`src/rtl/addr_par_pkg.sv`:
```
package addr_par_pkg;
  localparam int ADDR_HI_D = 39;
  localparam int ADDR_LO_D = 3;
  localparam int SPLIT_D   = 24;
  localparam int REQ_W_D   = 5;

  typedef enum logic {
    SUB_ONE = 1'b0,
    SUB_TWO = 1'b1
  } subphase_e;
endpackage

```
`src/rtl/addr_par_calc.sv`:
```
// Electrical-level parity of the two groups, routed by subphase.
module addr_par_calc #(
  parameter int ADDR_HI = 39,
  parameter int ADDR_LO = 3,
  parameter int SPLIT   = 24,
  parameter int REQ_W   = 5
) (
  input  logic [ADDR_HI:ADDR_LO] addr_n_i,
  input  logic [REQ_W-1:0]       req_n_i,
  input  logic                   sub2_i,
  output logic [1:0]             par_n_o
);
  localparam int HI_W = ADDR_HI - SPLIT + 1;
  localparam int LO_W = SPLIT - ADDR_LO + REQ_W;

  logic [HI_W-1:0] hi_grp;
  logic [LO_W-1:0] lo_grp;
  logic            p_hi, p_lo;

  assign hi_grp = addr_n_i[ADDR_HI:SPLIT];
  assign lo_grp = {addr_n_i[SPLIT-1:ADDR_LO], req_n_i};

  // high when the count of low signals is even
  assign p_hi = ~(^(~hi_grp));
  assign p_lo = ~(^(~lo_grp));

  assign par_n_o = sub2_i ? {p_hi, p_lo} : {p_lo, p_hi};
endmodule

```
`src/rtl/addr_par_phase.sv`:
```
// Two-clock address phase tracker with refusal of overlapping strobes.
module addr_par_phase (
  input  logic clk_i,
  input  logic rst_ni,
  input  logic strb_n_i,
  output logic sub1_o,
  output logic sub2_o,
  output logic proto_err_o
);
  logic sub2_q, proto_q;

  assign sub1_o      = ~strb_n_i & ~sub2_q;
  assign sub2_o      = sub2_q;
  assign proto_err_o = proto_q;

  always_ff @(posedge clk_i or negedge rst_ni) begin
    if (!rst_ni) begin
      sub2_q  <= 1'b0;
      proto_q <= 1'b0;
    end else begin
      sub2_q  <= sub1_o;
      proto_q <= ~strb_n_i & sub2_q;
    end
  end
endmodule

```
`src/rtl/addr_par_gen.sv`:
```
// Requestor side: parity registered one clock behind its subphase.
module addr_par_gen #(
  parameter int ADDR_HI = 39,
  parameter int ADDR_LO = 3,
  parameter int SPLIT   = 24,
  parameter int REQ_W   = 5
) (
  input  logic                   clk_i,
  input  logic                   rst_ni,
  input  logic                   sub1_i,
  input  logic                   sub2_i,
  input  logic [ADDR_HI:ADDR_LO] addr_n_i,
  input  logic [REQ_W-1:0]       req_n_i,
  output logic [1:0]             par_n_o
);
  logic [1:0] par_d, par_q;

  addr_par_calc #(
    .ADDR_HI(ADDR_HI), .ADDR_LO(ADDR_LO), .SPLIT(SPLIT), .REQ_W(REQ_W)
  ) u_calc (
    .addr_n_i(addr_n_i),
    .req_n_i (req_n_i),
    .sub2_i  (sub2_i),
    .par_n_o (par_d)
  );

  always_ff @(posedge clk_i or negedge rst_ni) begin
    if (!rst_ni)               par_q <= 2'b11;
    else if (sub1_i || sub2_i) par_q <= par_d;
    else                       par_q <= 2'b11;
  end

  assign par_n_o = par_q;
endmodule

```
`src/rtl/addr_par_chk.sv`:
```
// Receiver side: hold expected parity one clock, compare on arrival.
module addr_par_chk
  import addr_par_pkg::*;
#(
  parameter int ADDR_HI = 39,
  parameter int ADDR_LO = 3,
  parameter int SPLIT   = 24,
  parameter int REQ_W   = 5
) (
  input  logic                   clk_i,
  input  logic                   rst_ni,
  input  logic                   sub1_i,
  input  logic                   sub2_i,
  input  logic [ADDR_HI:ADDR_LO] addr_n_i,
  input  logic [REQ_W-1:0]       req_n_i,
  input  logic [1:0]             par_n_i,
  output logic [1:0]             err_o,
  output logic                   err_sub_o
);
  logic [1:0] exp_d, exp_q, err_q;
  logic       pend_q;
  subphase_e  pend_sub_q, err_sub_q;

  addr_par_calc #(
    .ADDR_HI(ADDR_HI), .ADDR_LO(ADDR_LO), .SPLIT(SPLIT), .REQ_W(REQ_W)
  ) u_calc (
    .addr_n_i(addr_n_i),
    .req_n_i (req_n_i),
    .sub2_i  (sub2_i),
    .par_n_o (exp_d)
  );

  always_ff @(posedge clk_i or negedge rst_ni) begin
    if (!rst_ni) begin
      exp_q      <= 2'b11;
      pend_q     <= 1'b0;
      pend_sub_q <= SUB_ONE;
      err_q      <= 2'b00;
      err_sub_q  <= SUB_ONE;
    end else begin
      exp_q      <= exp_d;
      pend_q     <= sub1_i | sub2_i;
      pend_sub_q <= sub2_i ? SUB_TWO : SUB_ONE;
      if (pend_q) begin
        err_q     <= exp_q ^ par_n_i;
        err_sub_q <= pend_sub_q;
      end else begin
        err_q     <= 2'b00;
        err_sub_q <= SUB_ONE;
      end
    end
  end

  assign err_o     = err_q;
  assign err_sub_o = err_sub_q;
endmodule

```
`src/rtl/addr_par_unit.sv`:
```
module addr_par_unit
  import addr_par_pkg::*;
#(
  parameter int ADDR_HI = ADDR_HI_D,
  parameter int ADDR_LO = ADDR_LO_D,
  parameter int SPLIT   = SPLIT_D,
  parameter int REQ_W   = REQ_W_D
) (
  input  logic                   clk_i,
  input  logic                   rst_ni,
  input  logic                   tx_strb_n_i,
  input  logic [ADDR_HI:ADDR_LO] tx_addr_n_i,
  input  logic [REQ_W-1:0]       tx_req_n_i,
  output logic [1:0]             tx_par_n_o,
  output logic                   tx_proto_err_o,
  input  logic                   rx_strb_n_i,
  input  logic [ADDR_HI:ADDR_LO] rx_addr_n_i,
  input  logic [REQ_W-1:0]       rx_req_n_i,
  input  logic [1:0]             rx_par_n_i,
  output logic [1:0]             rx_err_o,
  output logic                   rx_err_sub_o,
  output logic                   rx_proto_err_o
);
  logic tx_sub1, tx_sub2, rx_sub1, rx_sub2;

  addr_par_phase u_tx_phase (
    .clk_i(clk_i), .rst_ni(rst_ni), .strb_n_i(tx_strb_n_i),
    .sub1_o(tx_sub1), .sub2_o(tx_sub2), .proto_err_o(tx_proto_err_o)
  );

  addr_par_phase u_rx_phase (
    .clk_i(clk_i), .rst_ni(rst_ni), .strb_n_i(rx_strb_n_i),
    .sub1_o(rx_sub1), .sub2_o(rx_sub2), .proto_err_o(rx_proto_err_o)
  );

  addr_par_gen #(
    .ADDR_HI(ADDR_HI), .ADDR_LO(ADDR_LO), .SPLIT(SPLIT), .REQ_W(REQ_W)
  ) u_gen (
    .clk_i(clk_i), .rst_ni(rst_ni), .sub1_i(tx_sub1), .sub2_i(tx_sub2),
    .addr_n_i(tx_addr_n_i), .req_n_i(tx_req_n_i), .par_n_o(tx_par_n_o)
  );

  addr_par_chk #(
    .ADDR_HI(ADDR_HI), .ADDR_LO(ADDR_LO), .SPLIT(SPLIT), .REQ_W(REQ_W)
  ) u_chk (
    .clk_i(clk_i), .rst_ni(rst_ni), .sub1_i(rx_sub1), .sub2_i(rx_sub2),
    .addr_n_i(rx_addr_n_i), .req_n_i(rx_req_n_i), .par_n_i(rx_par_n_i),
    .err_o(rx_err_o), .err_sub_o(rx_err_sub_o)
  );
endmodule

```
`config.mk`:
```
export PLATFORM = sky130hd
export DESIGN_NAME = addr_par_unit
export DESIGN_NICKNAME = d
export VERILOG_FILES = /design/src/rtl/addr_par_pkg.sv /design/src/rtl/addr_par_calc.sv /design/src/rtl/addr_par_phase.sv /design/src/rtl/addr_par_gen.sv /design/src/rtl/addr_par_chk.sv /design/src/rtl/addr_par_unit.sv
export SDC_FILE = /design/constraint.sdc
export NUM_CORES = 1
export LEC_CHECK = 0
export ABC_AREA = 1
export BUFFER_PORTS_ARGS = -buffer_cell sky130_fd_sc_hd__buf_2
export CORE_ASPECT_RATIO = 1.25
export CORE_MARGIN = 3
export CORE_UTILIZATION = 39
export DETAILED_ROUTE_END_ITERATION = 16
export PLACE_DENSITY_LB_ADDON = 0.12
export REMOVE_ABC_BUFFERS = 1
export SYNTH_ARGS = -nofsm -noshare
export SYNTH_HDL_FRONTEND = slang
export SYNTH_SLANG_ARGS = --single-unit
```
`constraint.sdc`:
```
create_clock -name clk_i -period 1.3 [get_ports clk_i]
set_clock_uncertainty 0.15 [all_clocks]
set_input_delay 0.13 -clock clk_i [delete_from_list [all_inputs] [get_ports clk_i]]
set_output_delay 0.13 -clock clk_i [all_outputs]
set_load 0.03 [all_outputs]
```
After elaboration in Yosys (flattened, before gate mapping)
Index checks and enable logic that the tools add are counted.
Word-level totals
  bits of input ports: 90
  word-level logic and storage cells: 39
  bits in registers: 13
Operators by class
  muxes and demuxes: 6
  bitwise logic cells: 18
  reductions and logical operators: 5
Operators with widths (number)
  $not 26->26: 2
  $reduce_xor 26->1: 2
  $not 16->16: 2
  $reduce_xor 16->1: 2
  $mux 2: 4
  $not 1->1: 8
  $and 1x1->1: 4
  $mux 1: 2
  $xor 2x2->2: 1
  $logic_or 1x1->1: 1
  $or 1x1->1: 1

Logic depth before layout (Yosys ltp)
  depth after elaboration: 5
  gate-level depth with buffers: 14

Cells and area by module
Synthesis repeated with hierarchy kept, for this count alone.
Unflattened totals
  cells, all modules: 406
  area total of the unflattened synthesis: 2023.2 µm²
By module, submodules not included
  addr_par_calc: times used 2, cells an instance 186, area an instance 802.0 µm²
  addr_par_chk: times used 1, cells an instance 18, area an instance 221.5 µm²
  addr_par_phase: times used 2, cells an instance 5, area an instance 63.8 µm²
  addr_par_gen: times used 1, cells an instance 6, area an instance 70.1 µm²

Worst setup path after synthesis
Ideal clock, no wire load.
  kind: in2reg
  start point: in tx_addr_n_i[7] in the netlist's numbering
  end point: reg u_gen.par_q[1] (netlist: u_gen.par_n_o[1])
  data arrival time: 0.886 ns
  slack: 0.191 ns
  cell stages on the path: 14
  path through: nand2_1 inv_1 nor2_1 nand2_1 nand2_1 nand2_1 nand2_1 inv_1 nand2_1 nand2_1 nand2_1 nand3_1 nand2_1 inv_1
Between the ends
  cells in the longest elaborated chain, start to end: 5
Ends and longest elaborated chain
  start, declared: RTL line addr_par_unit.sv:12  | input logic [ADDR_HI:ADDR_LO] tx_addr_n_i,
  $not 26->26: RTL line addr_par_calc.sv:25  | assign p_lo = ~(^(~lo_grp));
  $reduce_xor 26->1: RTL line addr_par_calc.sv:25
  $not 1->1: RTL line addr_par_calc.sv:25
  $mux 2: RTL line addr_par_calc.sv:27  | assign par_n_o = sub2_i ? {p_hi, p_lo} : {p_lo, p_hi};
  $mux 2: RTL line addr_par_gen.sv:29  | else if (sub1_i || sub2_i) par_q <= par_d;
  end signal, assigned: RTL line addr_par_gen.sv:29
  end, declared: RTL line addr_par_gen.sv:16  | logic [1:0] par_d, par_q;
No other way between the ends.

Worst setup path after layout
  start point: reg u_gen.par_q[1] (netlist: u_gen.par_n_o[1])
  end point: out tx_par_n_o[1]
RTL lines
  end, declared: RTL line addr_par_unit.sv:14  | output logic [1:0] tx_par_n_o,
No word-level cell between the ends.

==> metrics <==
final hold violation count 0; commonest non-fill, non-tap cell in the layout nand2_1; area grow syn2layout 34.8%; initial antenna violation count 0; top-area cell type share of the netlist area 0.427; WP buf/inv 1; post-route ant nets 0; Cell Area, Placed 0.00245 sq mm; setup bufs post-CTS 0; Crit path max-delay family flip-flops; final setup violation count 0; root buffer cell clkbuf_8; CTS clk-pin slew, worst paths 0.05 ns; total core area 0.00456 sq mm; drt pass-1 iters 4; final instance area 0.00256 sq mm; Worst EP required 1.02 ns; Final TNS setup 0 ns; hold_ws 0.00118 ns; max cap viols 0; post-route insts no fill 522; I/O Buffers 96; Yosys Warn Count 0; vias in the first global route 2042; gate count after technology mapping 360; Setup Crit Path Kind flip-flop to primary output; Skew-Pair Late Insertion Delay 0.23 ns; placer congestion estimate 0.733; Worst Path Max Fanout 1; most frequent cells in the layout nand2_1, buf_2, inv_1; routed length per instance 7.52 microns; fin crit share 0.933; first-pass GRT wire length 7070 microns; DRC 0; cell chain of the critical path buf_2; Mean Syn Cell Area 5.27 sq um; leak pwr 1.68 nW; Slowest-stage cell, CP dfstp_2; Initial DRC Count 68; PD cells 771 mW/mm^2; post-synth top area cell nand2_1; Inst Count DP 514; hpwl dp 3630 microns; status finished, final reports clean; # clock sinks 13; CP endpoint kind primary output; Peak VDD IR 522 uV; I/O pin cnt 97; Die ar. 0.00574 sq mm; DIE HEIGHT 84.0 microns; leading post-synthesis cells by cell area nand2_1, xnor2_1, dfrtp_1; Worst-Margin Slew 0.277 ns; Initial Util 0.416; Slew HR 0.814; grt ovf 0; Vias/cell 4.35; shortest period the worst path allows 1.21 ns; Yosys cell types 12; Hold WC Path Type primary input to flip-flop; Max Buffers Root-to-Sink 2; CP Launch Type flip-flop; RSZ-0062 raised after global routing no; DR vias 2269; crit path DAT 0.93 ns; Die X 68.4 microns; Routed WL 3930 microns; GRT Total Usage 0.146; fraction of layout cells with a size suffix above 1 0.237; row count 27; CTS Buf Count 3; Slew Limit Fails 0; f_max 824 MHz; Ant. Diodes 0; largest net degree at the start of global routing 14; Max stage delay on crit path 0.51 ns; H-tree depth 1; Mapped Area 0.00190 sq mm; FF+latch count, synth 13; Final Util 0.561; CTS tree done; Seq/Total Area, Yosys 0.174; Post-layout nets 555
-- logic make-up after synthesis --
| family | count (synthesis) | synth area share |
|---|---|---|
| xor+xnor | 46 | 0.216 |
| buf+inv | 51 | 0.101 |
| flops | 13 | 0.174 |
| simple gates | 250 | 0.509 |
-- sequential cells by signal, indices dropped and copies added (netlist names) --
name	flops
u_chk.pend_q	1
u_gen.par_n_o	2
u_rx_phase.proto_err_o	1
u_chk.err_sub_o	1
u_chk.pend_sub_q	1
u_chk.exp_q	2
u_tx_phase.sub2_o	1
u_chk.err_o	2
u_tx_phase.proto_err_o	1
u_rx_phase.sub2_o	1
-- tightest hold or removal path: stages --
cell	delay [ns]
buf_2	0.09
nand2_1	0.04
nand2_1	0.05
nor2_1	0.03
-- power by group --
part	leakage, nW	total [W]	switching, W	internal, W
Sequential	0.154	0.000542	0.0000288	0.000513
Combinational	1.50	0.00109	0.000629	0.000463
Clock	0.0228	0.000338	0.000123	0.000215
Total	1.68	0.00197	0.000782	0.00119
-- stage by stage --
stage	worst slack, ns	total power [W]
after floorplan	0.191	0.00131
after global placement	-0.0370	0.00161
after detailed placement	-0.0694	0.00164
after CTS	0.0753	0.00200
after global routing	0.00617	0.00222
final	0.0866	0.00197
-- synthesized netlist by cell type (all sizes together) --
cell type,instances
dfrtp,9
dfstp,4
inv,51
nand2,217
nand3,15
nand3b,1
nand4,1
nor2,16
xnor2,33
xor2,13
-- repair_timing --
action,4_1_cts,5_1_grt
endpoints found under the hold margin,19,0
setup endpoints to repair,0,3
hold buffers,4,0
gates resized for setup,0,5
-- metal layers --
metal,vias to the layer above,wire [microns],GRT usage,share of wire
met5,-,0,0,0
met2,58,2120,0.278,0.54
li1,1256,-,-,-
met4,0,44,0.0362,0.011
met3,4,261,0.0216,0.066
met1,951,1500,0.157,0.38
-- worst paths after layout --
check	from	end	slack, ns	depth (start not counted)
min in group asynchronous	rst_ni	u_chk.err_o[0]	0.16	2
setup / recovery	u_gen.par_n_o[1]	tx_par_n_o[1]	0.09	1
setup reg to reg	u_tx_phase.sub2_o	u_gen.par_n_o[0]	0.33	4
max in group asynchronous	rst_ni	u_chk.exp_q[0]	0.56	2
hold reg to reg	u_chk.pend_sub_q	u_chk.err_sub_o	0.28	2
hold / removal	rx_par_n_i[1]	u_chk.err_o[1]	0.001	4
-- final cells by class --
| type | instances | area (sq um) |
|---|---|---|
| well taps | 58 | 72.6 |
| fillers | 482 | 2000 |
| flip-flops and latches | 13 | 330 |
| repair buffers | 100 | 520 |
| clock buffers | 4 | 45.0 |
| multi-input cells | 296 | 1400 |
| inverters | 51 | 191 |
Note: power is estimated with default switching activity, not from simulation.
